$ cat src/rtl/qarb_pkg.sv
package qarb_pkg;
  localparam int NUM_CH = 4;
  localparam int NUM_PAIRS = NUM_CH / 2;
  localparam int CODE_W = 4;
  localparam int NUM_CODES = 1 << CODE_W;
  localparam int NUM_VALID_CODES = 12;

  // strobes handed from control to datapath
  typedef struct packed {
    logic [NUM_CH-1:0] xfer;    // one-hot grant for this cycle
    logic [NUM_CH-1:0] prod;    // channel writes into RAM
    logic [NUM_CH-1:0] paired;  // channel is a member of a ping-pong pair
  } strobe_t;
endpackage

$ cat src/rtl/qarb_ctrl.sv
module qarb_ctrl
  import qarb_pkg::*;
(
  input  logic                     clk,
  input  logic                     rstN,
  input  logic [NUM_CH-1:0]        chanEn,
  input  logic [NUM_CH*CODE_W-1:0] reqCode,
  input  logic [NUM_PAIRS-1:0]     pairEn,
  input  logic [NUM_CODES-1:0]     perReady,
  input  logic [NUM_CH-1:0]        chanHalf,
  input  logic [NUM_CH-1:0]        halfFull,
  output strobe_t                  stb,
  output logic [CODE_W-1:0]        grantCode
);
  logic [CODE_W-1:0] codeOf [NUM_CH];
  logic [NUM_CH-1:0] isProd, isPaired, codeOk, pairOk, bufOk, elig;

  always_comb begin
    for (int c = 0; c < NUM_CH; c++) begin
      codeOf[c]   = reqCode[c*CODE_W +: CODE_W];
      isProd[c]   = ~codeOf[c][0];
      isPaired[c] = pairEn[c/2];
      codeOk[c]   = (int'(codeOf[c]) < NUM_VALID_CODES);
    end
    for (int c = 0; c < NUM_CH; c++) begin
      pairOk[c] = ~isPaired[c] | (isProd[c] ^ isProd[c ^ 1]);
      if (!isPaired[c])   bufOk[c] = 1'b1;
      else if (isProd[c]) bufOk[c] = ~halfFull[(c & 2) + int'(chanHalf[c])];
      else                bufOk[c] =  halfFull[(c & 2) + int'(chanHalf[c])];
      elig[c] = chanEn[c] & codeOk[c] & perReady[codeOf[c]] & pairOk[c] & bufOk[c];
    end
  end

  logic [NUM_CH-1:0] winVec;
  always_comb begin
    winVec = '0;
    grantCode = '0;
    for (int c = NUM_CH - 1; c >= 0; c--) begin
      if (elig[c]) begin
        winVec = '0;
        winVec[c] = 1'b1;
        grantCode = codeOf[c];
      end
    end
  end

  assign stb.xfer   = winVec;
  assign stb.prod   = isProd;
  assign stb.paired = isPaired;

  AST_AT_MOST_ONE: assert property (@(posedge clk) disable iff (!rstN)
    $onehot0(stb.xfer));

  for (genvar g = 0; g < NUM_CH; g++) begin : g_chk
    AST_CODE_VALID: assert property (@(posedge clk) disable iff (!rstN)
      stb.xfer[g] |-> (reqCode[g*CODE_W +: CODE_W] < CODE_W'(NUM_VALID_CODES)));
    AST_ENABLED: assert property (@(posedge clk) disable iff (!rstN)
      stb.xfer[g] |-> chanEn[g]);
  end
endmodule

$ cat src/rtl/qarb_dpath.sv
module qarb_dpath
  import qarb_pkg::*;
#(
  parameter int HALF_WORDS = 192,
  parameter int ADDR_W = $clog2(NUM_CH * HALF_WORDS)
) (
  input  logic              clk,
  input  logic              rstN,
  input  strobe_t           stb,
  output logic [NUM_CH-1:0] chanHalf,
  output logic [NUM_CH-1:0] halfFull,
  output logic [ADDR_W-1:0] grantAddr,
  output logic              grantWrite
);
  localparam int CNT_W = (HALF_WORDS > 1) ? $clog2(HALF_WORDS) : 1;
  localparam logic [CNT_W-1:0] LAST = CNT_W'(HALF_WORDS - 1);
  localparam logic [ADDR_W-1:0] HALF_A = ADDR_W'(HALF_WORDS);

  logic [CNT_W-1:0] wordCnt [NUM_CH];
  logic [NUM_CH-1:0] halfPtr;
  logic [NUM_CH-1:0] fullFlag;

  always_ff @(posedge clk) begin
    if (!rstN) begin
      for (int c = 0; c < NUM_CH; c++) wordCnt[c] <= '0;
      halfPtr  <= '0;
      fullFlag <= '0;
    end else begin
      for (int c = 0; c < NUM_CH; c++) begin
        if (stb.xfer[c]) begin
          if (wordCnt[c] == LAST) begin
            wordCnt[c] <= '0;
            if (stb.paired[c]) begin
              halfPtr[c] <= ~halfPtr[c];
              fullFlag[(c & 2) + int'(halfPtr[c])] <= stb.prod[c];
            end
          end else begin
            wordCnt[c] <= wordCnt[c] + 1'b1;
          end
        end
      end
    end
  end

  always_comb begin
    grantAddr = '0;
    for (int c = 0; c < NUM_CH; c++) begin
      if (stb.xfer[c]) begin
        if (stb.paired[c])
          grantAddr = (ADDR_W'(c & 2) + ADDR_W'(halfPtr[c])) * HALF_A + ADDR_W'(wordCnt[c]);
        else
          grantAddr = ADDR_W'(c) * HALF_A + ADDR_W'(wordCnt[c]);
      end
    end
  end

  assign grantWrite = |(stb.xfer & stb.prod);
  assign chanHalf   = halfPtr;
  assign halfFull   = fullFlag;

  for (genvar g = 0; g < NUM_CH; g++) begin : g_chk
    AST_NO_OVERFLOW: assert property (@(posedge clk) disable iff (!rstN)
      (stb.xfer[g] && stb.paired[g] && stb.prod[g]) |-> !fullFlag[(g & 2) + int'(halfPtr[g])]);
    AST_NO_UNDERFLOW: assert property (@(posedge clk) disable iff (!rstN)
      (stb.xfer[g] && stb.paired[g] && !stb.prod[g]) |-> fullFlag[(g & 2) + int'(halfPtr[g])]);
    AST_IDLE_HOLD: assert property (@(posedge clk) disable iff (!rstN)
      !stb.xfer[g] |=> $stable(wordCnt[g]));
    AST_HALF_SWAP: assert property (@(posedge clk) disable iff (!rstN)
      (stb.xfer[g] && stb.paired[g] && wordCnt[g] == LAST) |=> (halfPtr[g] != $past(halfPtr[g])));
  end
endmodule

$ cat src/rtl/qarb_top.sv
module qarb_top
  import qarb_pkg::*;
#(
  parameter int HALF_WORDS = 192,
  parameter int ADDR_W = $clog2(4 * HALF_WORDS)
) (
  input  logic              clk,
  input  logic              rstN,
  input  logic [3:0]        chanEn,
  input  logic [15:0]       reqCode,
  input  logic [1:0]        pairEn,
  input  logic [15:0]       perReady,
  output logic [3:0]        grant,
  output logic [3:0]        grantCode,
  output logic              grantWrite,
  output logic [ADDR_W-1:0] grantAddr,
  output logic [3:0]        halfFull
);
  strobe_t stb;
  logic [NUM_CH-1:0] chanHalf;

  qarb_ctrl u_ctrl (
    .clk(clk), .rstN(rstN), .chanEn(chanEn), .reqCode(reqCode), .pairEn(pairEn),
    .perReady(perReady), .chanHalf(chanHalf), .halfFull(halfFull),
    .stb(stb), .grantCode(grantCode)
  );

  qarb_dpath #(.HALF_WORDS(HALF_WORDS), .ADDR_W(ADDR_W)) u_dpath (
    .clk(clk), .rstN(rstN), .stb(stb), .chanHalf(chanHalf), .halfFull(halfFull),
    .grantAddr(grantAddr), .grantWrite(grantWrite)
  );

  assign grant = stb.xfer;
endmodule

$ cat config.mk
export PLATFORM = sky130hd
export DESIGN_NAME = qarb_top
export DESIGN_NICKNAME = d
export VERILOG_FILES = /design/src/rtl/qarb_pkg.sv /design/src/rtl/qarb_ctrl.sv /design/src/rtl/qarb_dpath.sv /design/src/rtl/qarb_top.sv
export SDC_FILE = /design/constraint.sdc
export NUM_CORES = 1
export LEC_CHECK = 0
export BUFFER_PORTS_ARGS = -buffer_cell sky130_fd_sc_hd__buf_4
export CORE_MARGIN = 2
export CORE_UTILIZATION = 62
export DETAILED_ROUTE_END_ITERATION = 12
export HOLD_SLACK_MARGIN = 0.08
export PLACE_DENSITY = 0.87
export SKIP_LAST_GASP = 1
export SYNTH_ARGS = -nofsm -noshare
export SYNTH_HDL_FRONTEND = slang
export SYNTH_HIERARCHICAL = 1
export SYNTH_SLANG_ARGS = --single-unit
$ cat constraint.sdc
create_clock -name clk -period 5.2 [get_ports clk]
set_input_delay 0.26 -clock clk [delete_from_list [all_inputs] [get_ports clk]]
set_output_delay 0.26 -clock clk [all_outputs]
set_load 0.02 [all_outputs]
=== Yosys cells after proc, flatten, opt, wreduce, memory -nomap -nowiden ===
Memory sizes are Yosys's and may differ from the RTL's.
Index checks and enable logic that the tools add are counted.

* Output and inout port bits: 23
* Memories kept: 1
* Input port bits: 40
* Word-level logic and storage cells: 207
* Register bits after elaboration: 8
* Bits in writable memories: 32

* Multiply operators: 4
* Order comparisons: 16
* Reduce and logical (&&, ||, !) cells: 9
* Bitwise logic cells: 43
* Eq/ne operators: 4
* Muxes and demuxes: 110
* Add/subtract/negate cells: 15

{| class="wikitable"
|+ Memories
! memory !! words !! bits a word !! rd ports !! clocked after Yosys merged registers in !! wr ports !! line !! text
|-
| u_dpath.wordCnt || 4 || 8 || 4 || 0 || 4 || qarb_dpath.sv:19 || <nowiki>logic [CNT_W-1:0] wordCnt [NUM_CH];</nowiki>
|}

{| class="wikitable"
|+ Operator list
! kind !! count
|-
| two-way mux 4 bit || 23
|-
| two-way mux 10 bit || 8
|-
| >= comparator 32 x 1 -> 1 bit, second input constant || 2
|-
| < comparator 32 x 4 -> 1 bit, second input constant || 2
|-
| two-way mux 8 bit || 8
|-
| two-way mux 1 bit || 57
|-
| adder 10 x 8 -> 10 bit || 4
|-
| adder 8 x 1 -> 8 bit, second input constant || 4
|-
| equality test 8 bit, second input constant || 4
|-
| < comparator 4 x 5 -> 1 bit, second input constant || 4
|-
| multiplier 10 x 2 -> 4 bit, second input constant || 2
|-
| AND 1 bit || 16
|-
| binary-select mux 1 bit (select 4 bit) || 4
|-
| bitwise mux 4 bit || 4
|-
| < comparator 4 bit, second input constant || 4
|-
| inverter 1 bit || 14
|-
| adder 2 x 1 -> 3 bit, first input constant || 4
|-
| AND reduction 3 bit || 4
|-
| adder 10 x 8 -> 10 bit, first input constant || 1
|-
| adder 9 x 8 -> 10 bit, first input constant || 1
|-
| bitwise OR 1 bit || 10
|-
| adder 8 x 8 -> 9 bit, first input constant || 1
|-
| < comparator 1 x 3 -> 1 bit, second input constant || 2
|-
| multiplier 1 x 2 -> 3 bit, second input constant || 2
|-
| other kinds (8) || 16
|}

=== Logic depth before layout (Yosys ltp) ===
* Depth after elaboration: 28
* Depth in mapped cells: 13
* Gate-level depth less buffers: 10

=== By module ===
Netlist, hierarchy kept.

{| class="wikitable"
|+ Modules (own cells, without submodules)
! module !! instances !! seq. area each (um^2) !! cells an instance !! area an instance (um^2)
|-
| qarb_dpath || 1 || 1,121.1 || 291 || 2,805.2
|-
| qarb_ctrl || 1 || 0.0 || 101 || 853.3
|}

=== Least setup slack after synthesis ===
No wires, ideal clock.

* Path type: input port to output port
* Start: in reqCode[0]
* End: out grantAddr[1]
* Path buffers: 3
* Stages: 11
* Required time: 4.940 ns
* Arrival time: 2.955 ns
* Slack: 1.985 ns
* Cells stage by stage: buf_6 -> mux4_2 -> or3_1 -> o311ai_2 -> or2_1 -> buf_6 -> nand2_1 -> nor2_1 -> clkbuf_1 -> a221oi_1 -> o31ai_1

* Elaborated cells on any way between the ends: 20
* Classes of those cells: order compare: 1; mux: 10; bitwise: 9

{| class="wikitable"
|+ RTL lines
! what !! line !! text
|-
| from (decl) || qarb_top.sv:10 || <nowiki>input logic [15:0] reqCode,</nowiki>
|-
| parallel branches: the longest is 6 deep, another holds < comparator 4 bit || - ||
|-
| two-way mux 4 bit * || qarb_ctrl.sv:39 || <nowiki>if (elig[c]) begin</nowiki>
|-
| net grant[2] || qarb_top.sv:13 || <nowiki>output logic [3:0] grant,</nowiki>
|-
| two-way mux 10 bit * (2 in series) || qarb_dpath.sv:48 || <nowiki>if (stb.xfer[c]) begin</nowiki>
|-
| to (decl) || qarb_top.sv:16 || <nowiki>output logic [ADDR_W-1:0] grantAddr,</nowiki>
|}

Mark *: on every way through the listed nets, which the timed path passes. The select of a mux whose other input is x is not followed.

=== Worst setup path in the final report ===
* Start: reg u_dpath.halfPtr[1], in the netlist u_dpath/chanHalf[1]
* End: out grantAddr[6]

* Cells in the longest elaborated chain, start to end: 12
* Elaborated cells on any way between the ends: 15
* Classes of those cells: add/sub: 1; mul: 1; mux: 11; bitwise: 2

{| class="wikitable"
|+ Ends and longest elaborated chain
! what !! line !! text
|-
| from (decl) || qarb_dpath.sv:20 || <nowiki>logic [NUM_CH-1:0] halfPtr;</nowiki>
|-
| from (signal, indexed assignment) || qarb_dpath.sv:34 || <nowiki>halfPtr[c] <= ~halfPtr[c];</nowiki>
|-
| parallel branches: the longest is 11 deep, another holds adder 10 x 8 -> 10 bit || - ||
|-
| two-way mux 10 bit * || qarb_dpath.sv:48 ||
|}

Mark *: on every way between the ends. The select of a mux whose other input is x is not followed.

==> results_dict.tcl <==
set metrics [dict create \
    yosys.area_share.simple_pct 23.29 \
    vdd_drop_max_uv 166.5 \
    critPathCaptureType "primary output" \
    synthXorXnorAreaFrac_pct 6.943 \
    cp_slowest_cell "dfxtp_1" \
    final.setup.tns_ns 0 \
    syn_inst 392 \
    worstPathMaxFanout 16 \
    final_nets 498 \
    syn-cell-area_um2 3659 \
    p_per_area_nw_per_um2 210.1 \
    ys_seq_area_share_pct 30.64 \
    drt_iter0_drc 232 \
    rows 27 \
    initial_core_util_pct 65.24 \
    yosys_warnings 6 \
    synth_compound_area_share_pct 15.22 \
    synth_mux_area_share_pct 10.23 \
    vias_per_cell 6.281 \
    synth-main-ff-cell "edfxtp_1" \
    wl_mm 8.666 \
    finalMaxSlewViolations 0 \
    cts.htree.levels 2 \
    clk_latency_ns 0.29 \
    post_cts_resized 0 \
    synth_fa_ha_area_share_pct 7.319 \
    path_clk_slew_ns 0.08 \
    grt_pass1_vias 3029 \
    cp_cell_sequence "mux2i_1, mux2_2, a221oi_2, o21ai_1, inv_1, nor2b_1, a221o_1, a22o_1, buf_4" \
    chipWidth_um 80.82 \
    critPathKind "reg2out" \
    dieArea_um2 6531 \
    drive_gt1_share_pct 23.18 \
    drv_cap 0 \
    total_leakage_power_nw 1.643 \
    grt_max_degree 28 \
    skew_ns 0.002170 \
    gp_routability_congestion 0.8474 \
    finalPower_w 0.0008803 \
    rsz0062_at_grt "false" \
    status "completed" \
    ys_async_sr_fraction_pct 0 \
    yosysUniqueCellTypes 72 \
    syn_avg_cell_area_um2 9.333 \
    max_slew.worst_pin.slew_ns 0.5848 \
    worstHoldPathType "in2reg" \
    grt_pass1_wl_mm 14.26 \
    die_h_um 80.82 \
    cts_hold_buf 0 \
    slowest_delay_ns 0.50 \
    finalCriticalPeriod_ns 3.714 \
    antenna_found_initial 0 \
    ys_ff_latch 40 \
    period_share_pct 71.43 \
    clockBufferDepth 2 \
    diodes 0 \
    drcViolationCount 0 \
    postRouteAntennaNets 0 \
    maxSlewHeadroom_pct 60.93 \
    first_pass_iters 5 \
    arrival_ns 3.45 \
    cts.sink_count 40 \
    clock.fmax_mhz 269.2 \
    cts_root_buffer "clkbuf_8" \
    grt_use_total_pct 28.25 \
    io_pins 63 \
    cp-start-kind "flop" \
    synth_edf_count 32 \
    vias 3216 \
    cts_tree "built" \
    portBuffers 58 \
    grt-ovfl-total 0 \
    post_cts_buffers 0 \
    dp_hpwl_mm 6.649 \
    cp_data_required_time_ns 4.94 \
    setup_viol 0 \
    core_um2 5608 \
    area_growth_pct 14.50 \
    wl_per_cell_um 16.93 \
    synth_top_family_by_area "simple AND/OR/NAND/NOR gates" \
    syn_nets 451 \
    finalHoldViolations 0 \
    cts_buffers 5 \
]
## final timing paths
| kind | cells past startpoint | to | start | slack [ns] |
|---|---|---|---|---|
| min | 2 | u_dpath/wordCnt[1][2]$_SDFFCE_PN0P_ | rstN | 0.42 |
| max reg2reg | 10 | u_dpath/halfFull[3]$_SDFF_PN0_ | u_dpath/chanHalf[3]$_SDFFE_PN0P_ | 2.32 |
| max | 9 | grantAddr[6] | u_dpath/chanHalf[1]$_SDFFE_PN0P_ | 1.49 |
| min reg2reg | 2 | u_dpath/halfFull[3]$_SDFF_PN0_ | u_dpath/halfFull[3]$_SDFF_PN0_ | 0.54 |
## synthesized netlist by cell type (3+ instances only)
| cell type | count | share of area, % |
|---|---|---|
| nor2_1 | 37 | 3.8 |
| nand2_1 | 36 | 3.7 |
| edfxtp_1 | 32 | 26 |
| inv_1 | 27 | 2.8 |
| xnor2_1 | 18 | 4.3 |
| nand3_1 | 16 | 2.2 |
| ha_1 | 15 | 5.1 |
| a21oi_1 | 13 | 1.8 |
| mux2i_1 | 13 | 3.6 |
| nor2b_1 | 13 | 2.2 |
| xor2_1 | 11 | 2.6 |
| nand2b_1 | 10 | 1.7 |
| o21ai_0 | 9 | 1.2 |
| a221oi_1 | 8 | 1.9 |
| dfxtp_1 | 8 | 4.4 |
| o31ai_1 | 8 | 1.6 |
| mux4_2 | 7 | 4.3 |
| buf_4 | 6 | 1.2 |
| a31oi_1 | 5 | 0.85 |
| buf_2 | 5 | 0.68 |
| clkbuf_1 | 5 | 0.51 |
| nand4_1 | 5 | 0.85 |
| nor3_1 | 5 | 0.68 |
| o22ai_1 | 5 | 0.85 |
| fa_1 | 4 | 2.2 |
| mux2_2 | 4 | 1.2 |
| or3_1 | 4 | 0.68 |
| a211oi_1 | 3 | 0.62 |
| and3_1 | 3 | 0.51 |
| nor3b_1 | 3 | 0.62 |
| o211ai_1 | 3 | 0.62 |
## final cells by class
class / instances / area [µm²]
inverter: 29 / 111.4
fill: 422 / 1419
sequential: 40 / 1121
multi-input combinational: 303 / 2305
clock buffer: 5 / 68.82
clock inverter: 3 / 42.54
timing repair buffer: 60 / 450.4
tap: 72 / 90.09
## through the flow
stage / hold slack, ns / setup WS, ns / instance area, µm² / util (%) / instances
2_1_floorplan: 0.4865 / 1.985 / 3659 / - / 392
4_1_cts: 0.4168 / 1.496 / 4189 / 74.70 / 512
3_5_place_dp: 0.5169 / 1.833 / 4078 / 72.71 / 504
3_3_place_gp: 0.5078 / 1.893 / 4078 / 72.71 / 504
5_1_grt: 0.4260 / 1.246 / 4189 / 74.70 / 512
6_report: 0.4239 / 1.486 / 4189 / 74.70 / 512
## layout by cell type (no fill, tap or decap), types with 9 or more instances in the layout
master	netlist	layout
mux2i_1	13	13
ha_1	15	15
nor2_1	37	37
nand3_1	16	16
nand2b_1	10	10
o21ai_0	9	9
nor2b_1	13	13
xnor2_1	18	18
xor2_1	11	11
buf_4	6	60
inv_1	27	27
nand2_1	36	36
edfxtp_1	32	32
a21oi_1	13	13
## metal layers
layer,wire length [µm],vias to the layer above,GRT usage (%)
met5,0,-,0
met2,4356,134,49.17
li1,-,1523,-
met4,170,0,9.322
met1,3593,1541,36.14
met3,546,18,4.111
## worst max-delay path, delay by kind of cell, from the launching register on
family | cells | cell delay, ns
DFF | 1 | 0.50
buffers and inverters | 2 | 0.55
and+or+nand+nor | 1 | 0.25
muxes | 2 | 0.61
AOI/OAI and AO/OA | 4 | 1.25
## report_power, final
part	leakage, nW	internal (W)	switching (W)	total (W)
registers	0.399	0.000365	0.0000240	0.000389
logic	1.19	0.000105	0.000135	0.000240
clock network	0.0558	0.000142	0.000110	0.000252
## kinds of logic (layout without fill, tap and decap cells)
family	after synthesis	after routing
xor+xnor	29	29
compound gates	73	73
fa+ha+maj	19	19
simple gates	156	156
buf+inv	49	97
flops	40	40
mux	26	26
## sequential cells by signal, summed over array words and instances, names as in the netlist
register / flops
u_dpath/wordCnt: 32
u_dpath/halfFull: 4
u_dpath/chanHalf: 4
Power figures use the tool's default switching activity.
